`config.mk`:
```
export PLATFORM = sky130hd
export DESIGN_NAME = pwr_access_gate
export DESIGN_NICKNAME = d
export VERILOG_FILES = /design/src/rtl/pg_pkg.sv /design/src/rtl/pg_power_fsm.sv /design/src/rtl/pg_mailbox.sv /design/src/rtl/pg_regif.sv /design/src/rtl/pwr_access_gate.sv
export SDC_FILE = /design/constraint.sdc
export NUM_CORES = 1
export LEC_CHECK = 0
export CAP_MARGIN = 20
export CORE_MARGIN = 2
export CORE_UTILIZATION = 47
export CTS_CLUSTER_DIAMETER = 50
export DETAILED_ROUTE_END_ITERATION = 16
export DONT_BUFFER_PORTS = 1
export GPL_ROUTABILITY_DRIVEN = 0
export GPL_TIMING_DRIVEN = 0
export PLACE_DENSITY_LB_ADDON = 0.05
export SYNTH_ARGS = -nofsm -noshare
export SYNTH_HDL_FRONTEND = slang
export SYNTH_HIERARCHICAL = 1
export SYNTH_SLANG_ARGS = --single-unit
```
`constraint.sdc`:
```
create_clock -name clk -period 3.9 [get_ports clk]
set_input_delay 0.39 -clock clk [delete_from_list [all_inputs] [get_ports clk]]
set_output_delay 0.39 -clock clk [all_outputs]
set_load 0.005 [all_outputs]
```
`src/rtl/pg_pkg.sv`:
```
// Shared types and register layout for the wake-request and access gate.
// Assumes byte offsets on a 32-bit register bus.
package pg_pkg;
    typedef enum logic [1:0] {
        PS_OFF      = 2'd0,
        PS_WAKING   = 2'd1,
        PS_AWAKE    = 2'd2,
        PS_SLEEPING = 2'd3
    } pwr_state_e;

    localparam int OFF_CTRL = 'h0;
    localparam int OFF_MBOX = 'h4;
    localparam int OFF_MSET = 'h8;
    localparam int OFF_MCLR = 'hC;

    localparam int CB_READY   = 0;
    localparam int CB_INIT    = 2;
    localparam int CB_REQ     = 3;
    localparam int CB_GOSLEEP = 4;
    localparam int CB_PS_LO   = 24;
    localparam int CB_RFKILL  = 27;
endpackage

```
`src/rtl/pg_power_fsm.sv`:
```
// Power state machine: off -> waking -> awake -> sleeping -> off.
// Waking lasts WAKE_CYC cycles and sleeping lasts SLEEP_CYC cycles (both >= 1).
// Inputs come from registers, so there is no combinational path from the bus.
module pg_power_fsm
    import pg_pkg::*;
#(
    parameter int WAKE_CYC  = 4,
    parameter int SLEEP_CYC = 3
) (
    input  logic clk,
    input  logic rst_n,
    input  logic init_q,
    input  logic req_q,
    input  logic busy_in,
    output logic clk_ready,
    output logic going_sleep
);
    localparam int CNT_MAX = (WAKE_CYC > SLEEP_CYC) ? WAKE_CYC : SLEEP_CYC;
    localparam int CNT_W   = $clog2(CNT_MAX + 1);

    pwr_state_e       state_q, state_d;
    logic [CNT_W-1:0] cnt_q, cnt_d;

    // Next-state and window counter selection.
    always_comb begin
        state_d = state_q;
        cnt_d   = cnt_q;
        unique case (state_q)
            PS_OFF: if (init_q && req_q) begin
                state_d = PS_WAKING;
                cnt_d   = CNT_W'(WAKE_CYC - 1);
            end
            PS_WAKING: begin
                if (!init_q)              state_d = PS_OFF;
                else if (cnt_q == '0)     state_d = PS_AWAKE;
                else                      cnt_d   = cnt_q - 1'b1;
            end
            PS_AWAKE: if (!init_q || (!req_q && !busy_in)) begin
                state_d = PS_SLEEPING;
                cnt_d   = CNT_W'(SLEEP_CYC - 1);
            end
            PS_SLEEPING: begin
                if (cnt_q == '0) state_d = PS_OFF;
                else             cnt_d   = cnt_q - 1'b1;
            end
            default: state_d = PS_OFF;
        endcase
    end

    // State and counter registers.
    always_ff @(posedge clk) begin
        if (!rst_n) begin
            state_q <= PS_OFF;
            cnt_q   <= '0;
        end else begin
            state_q <= state_d;
            cnt_q   <= cnt_d;
        end
    end

    assign clk_ready   = (state_q == PS_AWAKE) || (state_q == PS_SLEEPING);
    assign going_sleep = (state_q == PS_SLEEPING);
endmodule

```
`src/rtl/pg_mailbox.sv`:
```
// Shared mailbox word with per-bit load, set and clear from two sides.
// Assumes the strobes are one-cycle pulses; a clear beats a set or load.
module pg_mailbox #(
    parameter int MBOX_W = 32
) (
    input  logic              clk,
    input  logic              rst_n,
    input  logic              load_en,
    input  logic [MBOX_W-1:0] load_val,
    input  logic [MBOX_W-1:0] set_v,
    input  logic [MBOX_W-1:0] clr_v,
    output logic [MBOX_W-1:0] mbox_q
);
    for (genvar b = 0; b < MBOX_W; b++) begin : g_bit
        logic nxt;
        // Per-bit next value: load, then set, then clear.
        always_comb begin
            nxt = load_en ? load_val[b] : mbox_q[b];
            nxt = (nxt | set_v[b]) & ~clr_v[b];
        end
        // Per-bit storage.
        always_ff @(posedge clk) begin
            if (!rst_n) mbox_q[b] <= 1'b0;
            else        mbox_q[b] <= nxt;
        end
    end
endmodule

```
`src/rtl/pg_regif.sv`:
```
// Register decoder: control request bits, mailbox host strobes, registered read.
// Assumes aligned byte offsets; unmapped offsets read zero.
module pg_regif
    import pg_pkg::*;
#(
    parameter int ADDR_W = 8,
    parameter int MBOX_W = 32
) (
    input  logic              clk,
    input  logic              rst_n,
    input  logic              bus_wr,
    input  logic              bus_rd,
    input  logic [ADDR_W-1:0] bus_addr,
    input  logic [31:0]       bus_wdata,
    output logic [31:0]       bus_rdata,
    input  logic              clk_ready,
    input  logic              going_sleep,
    input  logic [2:0]        ps_type_in,
    input  logic              rfkill_in,
    input  logic [MBOX_W-1:0] mbox_q,
    output logic              init_q,
    output logic              req_q,
    output logic              mb_load,
    output logic [MBOX_W-1:0] mb_set,
    output logic [MBOX_W-1:0] mb_clr
);
    logic        hit_ctrl, hit_mbox, hit_mset, hit_mclr;
    logic [31:0] ctrl_word, rd_next;

    assign hit_ctrl = (bus_addr == ADDR_W'(OFF_CTRL));
    assign hit_mbox = (bus_addr == ADDR_W'(OFF_MBOX));
    assign hit_mset = (bus_addr == ADDR_W'(OFF_MSET));
    assign hit_mclr = (bus_addr == ADDR_W'(OFF_MCLR));

    assign mb_load = bus_wr && hit_mbox;
    assign mb_set  = (bus_wr && hit_mset) ? bus_wdata[MBOX_W-1:0] : '0;
    assign mb_clr  = (bus_wr && hit_mclr) ? bus_wdata[MBOX_W-1:0] : '0;

    // Host request bits, written only through the control offset.
    always_ff @(posedge clk) begin
        if (!rst_n) begin
            init_q <= 1'b0;
            req_q  <= 1'b0;
        end else if (bus_wr && hit_ctrl) begin
            init_q <= bus_wdata[CB_INIT];
            req_q  <= bus_wdata[CB_REQ];
        end
    end

    // Assemble the control word from live status.
    always_comb begin
        ctrl_word                        = '0;
        ctrl_word[CB_READY]              = clk_ready;
        ctrl_word[CB_INIT]               = init_q;
        ctrl_word[CB_REQ]                = req_q;
        ctrl_word[CB_GOSLEEP]            = going_sleep;
        ctrl_word[CB_PS_LO+2:CB_PS_LO]   = ps_type_in;
        ctrl_word[CB_RFKILL]             = rfkill_in;
    end

    // Read multiplexer.
    always_comb begin
        if (hit_ctrl)      rd_next = ctrl_word;
        else if (hit_mbox) rd_next = 32'(mbox_q);
        else               rd_next = '0;
    end

    // Registered read data, held between reads.
    always_ff @(posedge clk) begin
        if (!rst_n)      bus_rdata <= '0;
        else if (bus_rd) bus_rdata <= rd_next;
    end
endmodule

```
`src/rtl/pwr_access_gate.sv`:
```
// Top of the wake-request and access gate: control register, power state
// machine, access grant and the host/internal mailbox.
// Assumes all inputs are synchronous to clk.
module pwr_access_gate #(
    parameter int ADDR_W    = 8,
    parameter int MBOX_W    = 32,
    parameter int WAKE_CYC  = 4,
    parameter int SLEEP_CYC = 3
) (
    input  logic              clk,
    input  logic              rst_n,
    input  logic              bus_wr,
    input  logic              bus_rd,
    input  logic [ADDR_W-1:0] bus_addr,
    input  logic [31:0]       bus_wdata,
    output logic [31:0]       bus_rdata,
    input  logic              busy_in,
    input  logic [2:0]        ps_type_in,
    input  logic              rfkill_in,
    input  logic [MBOX_W-1:0] int_set,
    input  logic [MBOX_W-1:0] int_clr,
    output logic              clk_ready,
    output logic              going_sleep,
    output logic              access_grant,
    output logic [MBOX_W-1:0] mbox_q
);
    logic              init_q, req_q, mb_load;
    logic [MBOX_W-1:0] mb_set, mb_clr;

    pg_regif #(.ADDR_W(ADDR_W), .MBOX_W(MBOX_W)) u_regif (
        .clk(clk), .rst_n(rst_n),
        .bus_wr(bus_wr), .bus_rd(bus_rd), .bus_addr(bus_addr),
        .bus_wdata(bus_wdata), .bus_rdata(bus_rdata),
        .clk_ready(clk_ready), .going_sleep(going_sleep),
        .ps_type_in(ps_type_in), .rfkill_in(rfkill_in), .mbox_q(mbox_q),
        .init_q(init_q), .req_q(req_q),
        .mb_load(mb_load), .mb_set(mb_set), .mb_clr(mb_clr)
    );

    pg_power_fsm #(.WAKE_CYC(WAKE_CYC), .SLEEP_CYC(SLEEP_CYC)) u_fsm (
        .clk(clk), .rst_n(rst_n),
        .init_q(init_q), .req_q(req_q), .busy_in(busy_in),
        .clk_ready(clk_ready), .going_sleep(going_sleep)
    );

    pg_mailbox #(.MBOX_W(MBOX_W)) u_mbox (
        .clk(clk), .rst_n(rst_n),
        .load_en(mb_load), .load_val(bus_wdata[MBOX_W-1:0]),
        .set_v(mb_set | int_set), .clr_v(mb_clr | int_clr),
        .mbox_q(mbox_q)
    );

    // Grant only while the domain is up, not winding down, and still requested.
    assign access_grant = clk_ready && !going_sleep && req_q;
endmodule

```
==> flow_summary.ini, run 1 <==
[outcome]
status = complete, no violations

[setup_path]
critPathArrivalTime_ns = 2.23
cp_max_fo = 10
critPathLaunchType = input pin
crit_type = in2reg
cp-end-kind = flop
worstPathRequired_ns = 4.13

[power]
cellLeakagePower_uw = 0.001763
p_per_area_mw_per_mm2 = 348.0
p_comb_share_pct = 7.3
sw_frac_of_total_pct = 23.96
power_frac_clock_pct = 43.6
switchingPower_uw = 370.7
peakVddDrop_mv = 0.1992
intPower_uw = 1177
pwr-share-seq_pct = 49.0
power.total_uw = 1548

[global_route]
grt_pass1_vias = 3218
antenna_found_initial = 2
grt_usage_pct = 22.11
grt_pass1_wl_um = 16670
grt_start_max_net_pins = 15
grt-ovfl-total = 0

[clock_network]
cts_sinks = 71
clk_pin_slew_ns = 0.07
cts_resized = 0
post_cts_buffers = 0
htreeDepth = 3
cts_tree = yes
cts_buffers = 9
clk_latency_ns = 0.35
ctsHoldBuffers = 0
clockBufferDepth = 2
cts-root-buf = clkbuf_8

[synth]
avgSynthCellArea_sq_um = 8.460
synth_top_area_cell = dfxtp_1
yosysTopAreaCellShare_pct = 34.86
yosys_most_used_dff = dfxtp_1
async_flop_share_pct = 0
synth_warnings = 6
seq_area_frac_synth_pct = 34.86
synth.net_count = 597
synthesis.area_sq_mm = 0.004078
synth-seq-cells = 71
synthCells = 482
synth_enable_flop_cells = 0
ys_top_cells_by_area = dfxtp_1 (35%), or2_1 (9.8%), mux2i_1 (8.3%), nor2_1 (5.9%), or2b_1 (5.9%)
synth.distinct_cells = 44

[layout]
fillers = 825
drive_above_1_share_pct = 13.25
finalNetCount = 608
syn2layout_area_growth_pct = 9.052

[sta]
finalCriticalPeriod_ns = 1.998
setup_tns_ns = 0
slew-limit-headroom_pct = 61.87
fin_worst_skew_ns = 0.01031
maxSlewViolCount = 0
tightest_slew_ns = 0.5719
hold_viol = 0
min_period_over_period_pct = 51.22
rsz0062_at_grt = no
setup_viol = 0
max_freq_ghz = 0.5006

[routing]
ant_nets = 0
firstDrtPassIters = 4
vias = 3251
drtIter0Drc = 81
drc = 0
wire_per_inst_um = 17.50
viasPerCell = 5.365
wirelength_um = 10600

[floorplanning]
die_y_um = 97.15
die_area_sq_mm = 0.009437
coreArea_sq_mm = 0.008299
chipWidth_um = 97.15
rows = 33
start_util_pct = 49.13
io_pins = 180

[flow_run]
cap_viol_max_count = 0

[min_path]
hold_class = in2reg

[placed_design]
io_buffers = 0
hpwlAfterDp_um = 7961
==> registers in the layout, summed over array words and instances (netlist names), named ones only <==
signal	count
u_regif/init_q	1
u_fsm/state_q	1
u_mbox/mbox_q	32
u_regif/req_q	1
u_fsm/cnt_q	3
u_regif/bus_rdata	32
==> power by group through the flow <==
stage / clock network, uW / logic [uW] / registers, uW
after floorplan: 0 / 94.9 / 769
after global placement: 0 / 111 / 776
after detailed placement: 0 / 115 / 776
after CTS: 695 / 115 / 759
after global routing: 724 / 130 / 761
final: 675 / 114 / 758
==> per-stage QoR <==
step	hold WS, ns	instance area (sq um)	utilization (%)	worst slack, ns	std cells
2_1_floorplan	0.4746	4078	-	1.792	482
3_3_place_gp	0.4949	4209	50.72	1.572	587
3_5_place_dp	0.4984	4209	50.72	1.548	587
4_1_cts	0.1661	4439	53.49	1.926	603
5_1_grt	0.1758	4442	53.52	1.792	604
6_report	0.1805	4447	53.58	1.902	606
==> path summary, 6_finish.rpt <==
kind / start / endpoint / slack [ns] / depth (start not counted)
max reg2reg: u_fsm/cnt_q[0] / u_fsm/cnt_q[1] / 2.62 / 6
max: bus_addr[5] / u_mbox/mbox_q[27] / 1.90 / 7
min: rst_n / u_regif/bus_rdata[25] / 0.18 / 1
min reg2reg: u_regif/bus_rdata[12] / u_regif/bus_rdata[12] / 0.51 / 1
==> worst max-delay path, cell delays in order <==
cell     delay (ns)
or4_4          0.57
nor4_4         0.43
and3_1         0.25
buf_6          0.15
buf_12         0.15
mux2i_1        0.20
a21oi_1        0.08
==> layer usage <==
layer  up-vias  part of all wire [%]  GRT usage (%)
li1       1616                     -              -
met1      1488                    42          26.38
met2       132                    46          35.84
met3        15                   9.9          9.640
met4         0                   1.6          7.042
met5         -                     0              0
==> placed cells by master (no fill, tap or decap), types with 2 or more instances in the layout <==
master      instances
and3b_1             3
nor3_1              2
nor2_1             64
a22o_2             19
clkbuf_1           15
buf_4               3
mux2_2              8
a32o_1              8
bufinv_16           2
and3_1              3
clkbuf_8           10
ha_1                2
or2_1              64
a21oi_1            33
mux2i_1            34
nor2b_1             9
a22o_1              5
clkinvlp_4          2
buf_12              3
nand2_1            36
or2b_1             32
nand4_1             2
inv_1              35
diode_2             3
nor4_4              2
dfxtp_1            71
nand4b_1            2
buf_6               7
==> cells in the mapped netlist (5+ instances only) <==
cell type  number
dfxtp_1        71
nor2_1         64
or2_1          64
nand2_1        36
inv_1          35
mux2i_1        34
a21oi_1        33
or2b_1         32
a22o_2         19
clkbuf_1       15
nor2b_1         9
a32o_1          8
mux2_2          8
buf_6           7
a22o_1          5
==> final cells by class <==
cell class              instances  area, sq um  area share (%)
well taps                     105        131.4           2.954
plain buffers                  29        222.7           5.008
inverters                      35        131.4           2.954
diodes                          3        7.507          0.1688
clock inverters                 6        92.59           2.082
flip-flops and latches         71         1421           31.96
multi-input cells             347         2302           51.77
clock buffers                  10        137.6           3.095
==> kinds of logic (layout without fill, tap and decap cells) <==
logic type | after synthesis | after routing | share of synthesized area, %
AO/OA/AOI/OAI | 73 | 73 | 13.62
adder cells (fa/ha/maj) | 2 | 2 | 0.6136
buffers and inverters | 64 | 80 | 8.684
flip-flops | 71 | 71 | 34.86
multiplexers | 42 | 42 | 10.56
other | 0 | 3 | 0
AND/OR/NAND/NOR | 230 | 230 | 31.67
Note: power is estimated with default switching activity, not from simulation.
==> run 2: changes to the inputs <==
==> constraint.sdc (replaced) <==
create_clock -name clk -period 2.1 [get_ports clk]
set_input_delay 0.21 -clock clk [delete_from_list [all_inputs] [get_ports clk]]
set_output_delay 0.21 -clock clk [all_outputs]
set_load 0.005 [all_outputs]
==> flow_summary.ini, run 2 (synthesis gave the netlist of run 1 again) <==
[outcome]
status = complete, no violations

[global_route]
grt_usage_pct = 22.24
grt-ovfl-total = 0
grt_start_max_net_pins = 14
grt_pass1_wl_um = 16750
antenna_found_initial = 2
grt_pass1_vias = 3239

[placed_design]
hpwlAfterDp_um = 7961
io_buffers = 0

[clock_network]
cts_sinks = 71
cts-root-buf = clkbuf_8
clk_latency_ns = 0.35
clk_pin_slew_ns = 0.07
post_cts_buffers = 0
htreeDepth = 3
clockBufferDepth = 2
cts_resized = 0
cts_buffers = 9
cts_tree = yes

[layout]
fillers = 827
syn2layout_area_growth_pct = 9.297
drive_above_1_share_pct = 13.23
layout_commonest_cell = dfxtp_1
finalNetCount = 609
final_cell_mix = dfxtp_1 (71), or2_1 (64), nor2_1 (64)
final_util_pct = 53.70
largestRegisters = u_mbox/mbox_q x32, u_regif/bus_rdata x32, u_fsm/cnt_q x3

[sta]
whs_ns = 0.01816
min_period_over_period_pct = 88.02
max_freq_ghz = 0.5410
setup_viol = 0
fin_worst_skew_ns = 0.01026
finalCriticalPeriod_ns = 1.849
tightest_slew_ns = 0.5752
maxSlewViolCount = 0
hold_viol = 0
slew-limit-headroom_pct = 61.37
rsz0062_at_grt = no

[power]
switchingPower_uw = 691.5
peakVddDrop_mv = 0.3700
pwr-share-seq_pct = 48.9
power_frac_clock_pct = 43.6
sw_frac_of_total_pct = 24.03
intPower_uw = 2187
power.total_uw = 2878
p_per_area_mw_per_mm2 = 645.8
cellLeakagePower_uw = 0.001767
p_comb_share_pct = 7.4

[setup_path]
ff2ff_setup_slack_ns = 0.82
startpoint = bus_addr[5]
worstPathRequired_ns = 2.33
critPathArrivalTime_ns = 2.08
critPathLaunchType = input pin
crit_type = in2reg
cp_max_fo = 10
cp-end-kind = flop
reg2reg_from = u_fsm/cnt_q[0]
timing.rr.end = u_fsm/cnt_q[1]
reg2reg_depth = 6
worstSetupEndpoint = u_mbox/mbox_q[27]

[floorplanning]
rows = 33
io_pins = 180
die_y_um = 97.15
coreArea_sq_mm = 0.008299
chipWidth_um = 97.15
die_area_sq_mm = 0.009437
start_util_pct = 49.13

[routing]
drtIter0Drc = 84
wire_per_inst_um = 17.60
wirelength_um = 10690
viasPerCell = 5.361
firstDrtPassIters = 4
ant_nets = 0
drc = 0
vias = 3254

[min_path]
hold_class = in2reg

[flow_run]
cap_viol_max_count = 0
run 2: cell types whose count changed in the layout (fill, tap and decap cells not counted):
cell / previous run / this run
dlygate4sd3_1: 0 / 1
run 2: cell type report:
type,instances,area (sq um),share of cell area [%]
multi-input cells,347,2302,51.66
flip-flops and latches,71,1421,31.89
plain buffers,29,222.7,4.997
clock buffers,10,137.6,3.088
inverters,35,131.4,2.948
well taps,105,131.4,2.948
clock inverters,6,92.59,2.077
repair buffers,1,10.01,0.2246
diodes,3,7.507,0.1684
run 2: how the worst min path moves through the flow:
stage	start	end	slack, ns	cells after the start
6_report	bus_wdata[3]	u_regif/req_q	0.02	2
5_1_grt	bus_wdata[2]	u_regif/init_q	0.02	2
4_1_cts	bus_wdata[3]	u_regif/req_q	0.002	2
3_5_place_dp	rst_n	u_regif/bus_rdata[24]	0.35	1
3_3_place_gp	rst_n	u_regif/bus_rdata[25]	0.34	1
2_1_floorplan	rst_n	u_regif/bus_rdata[24]	0.34	1
run 2: stage by stage:
stage          setup TNS [ns]  instances  setup WS (ns)  area (sq um)
6_report                    0        607         0.2515          4457
5_1_grt                     0        605         0.1698          4452
4_1_cts                     0        604         0.3056          4449
3_5_place_dp           -1.627        587       -0.07219          4209
3_3_place_gp          -0.9398        587       -0.04786          4209
2_1_floorplan               0        482         0.1717          4078
run 2: layer usage:
metal / GRT usage, % / vias to the layer above / share of wire (%)
met5: 0 / - / 0
met4: 7.042 / 0 / 1.5
met3: 9.856 / 15 / 10
met2: 36.27 / 136 / 46
met1: 26.25 / 1486 / 42
li1: - / 1617 / -
run 2: power groups by stage:
| stage | Combinational (uW) | Sequential, uW | Clock, uW |
|---|---|---|---|
| 3_3_place_gp | 206 | 1440 | 0 |
| 2_1_floorplan | 176 | 1430 | 0 |
| 5_1_grt | 245 | 1410 | 1340 |
| 4_1_cts | 216 | 1410 | 1290 |
| 6_report | 214 | 1410 | 1260 |
| 3_5_place_dp | 213 | 1440 | 0 |
run 2: timing repair:
item	CTS	global route
hold endpoints to repair	3	0
endpoints found under the setup margin	0	0
hold buffers	1	0
run 2: critical path, stage by stage:
cell and delay (ns):
or4_4 0.57, nor4_4 0.46, and3_1 0.25, buf_6 0.15, buf_12 0.15, mux2i_1 0.20, a21oi_1 0.08
==> run 3: changes to the inputs <==
==> constraint.sdc (replaced) <==
create_clock -name clk -period 2.3 [get_ports clk]
set_input_delay 0.23 -clock clk [delete_from_list [all_inputs] [get_ports clk]]
set_output_delay 0.23 -clock clk [all_outputs]
set_load 0.005 [all_outputs]
==> results of run 3 <==
Same layout as run 1 (identical final DEF). Status: complete, no violations.
Main changes from that run: setup slack after placement 1.548 ns -> 0.1078 ns; setup slack after layout 1.902 ns -> 0.4623 ns; hold slack 0.1805 ns -> 0.02053 ns; register-to-register setup slack 2.62 ns -> 1.02 ns; total power 1548 uW -> 2624 uW; worst IR drop on VDD 0.1992 mV -> 0.3377 mV
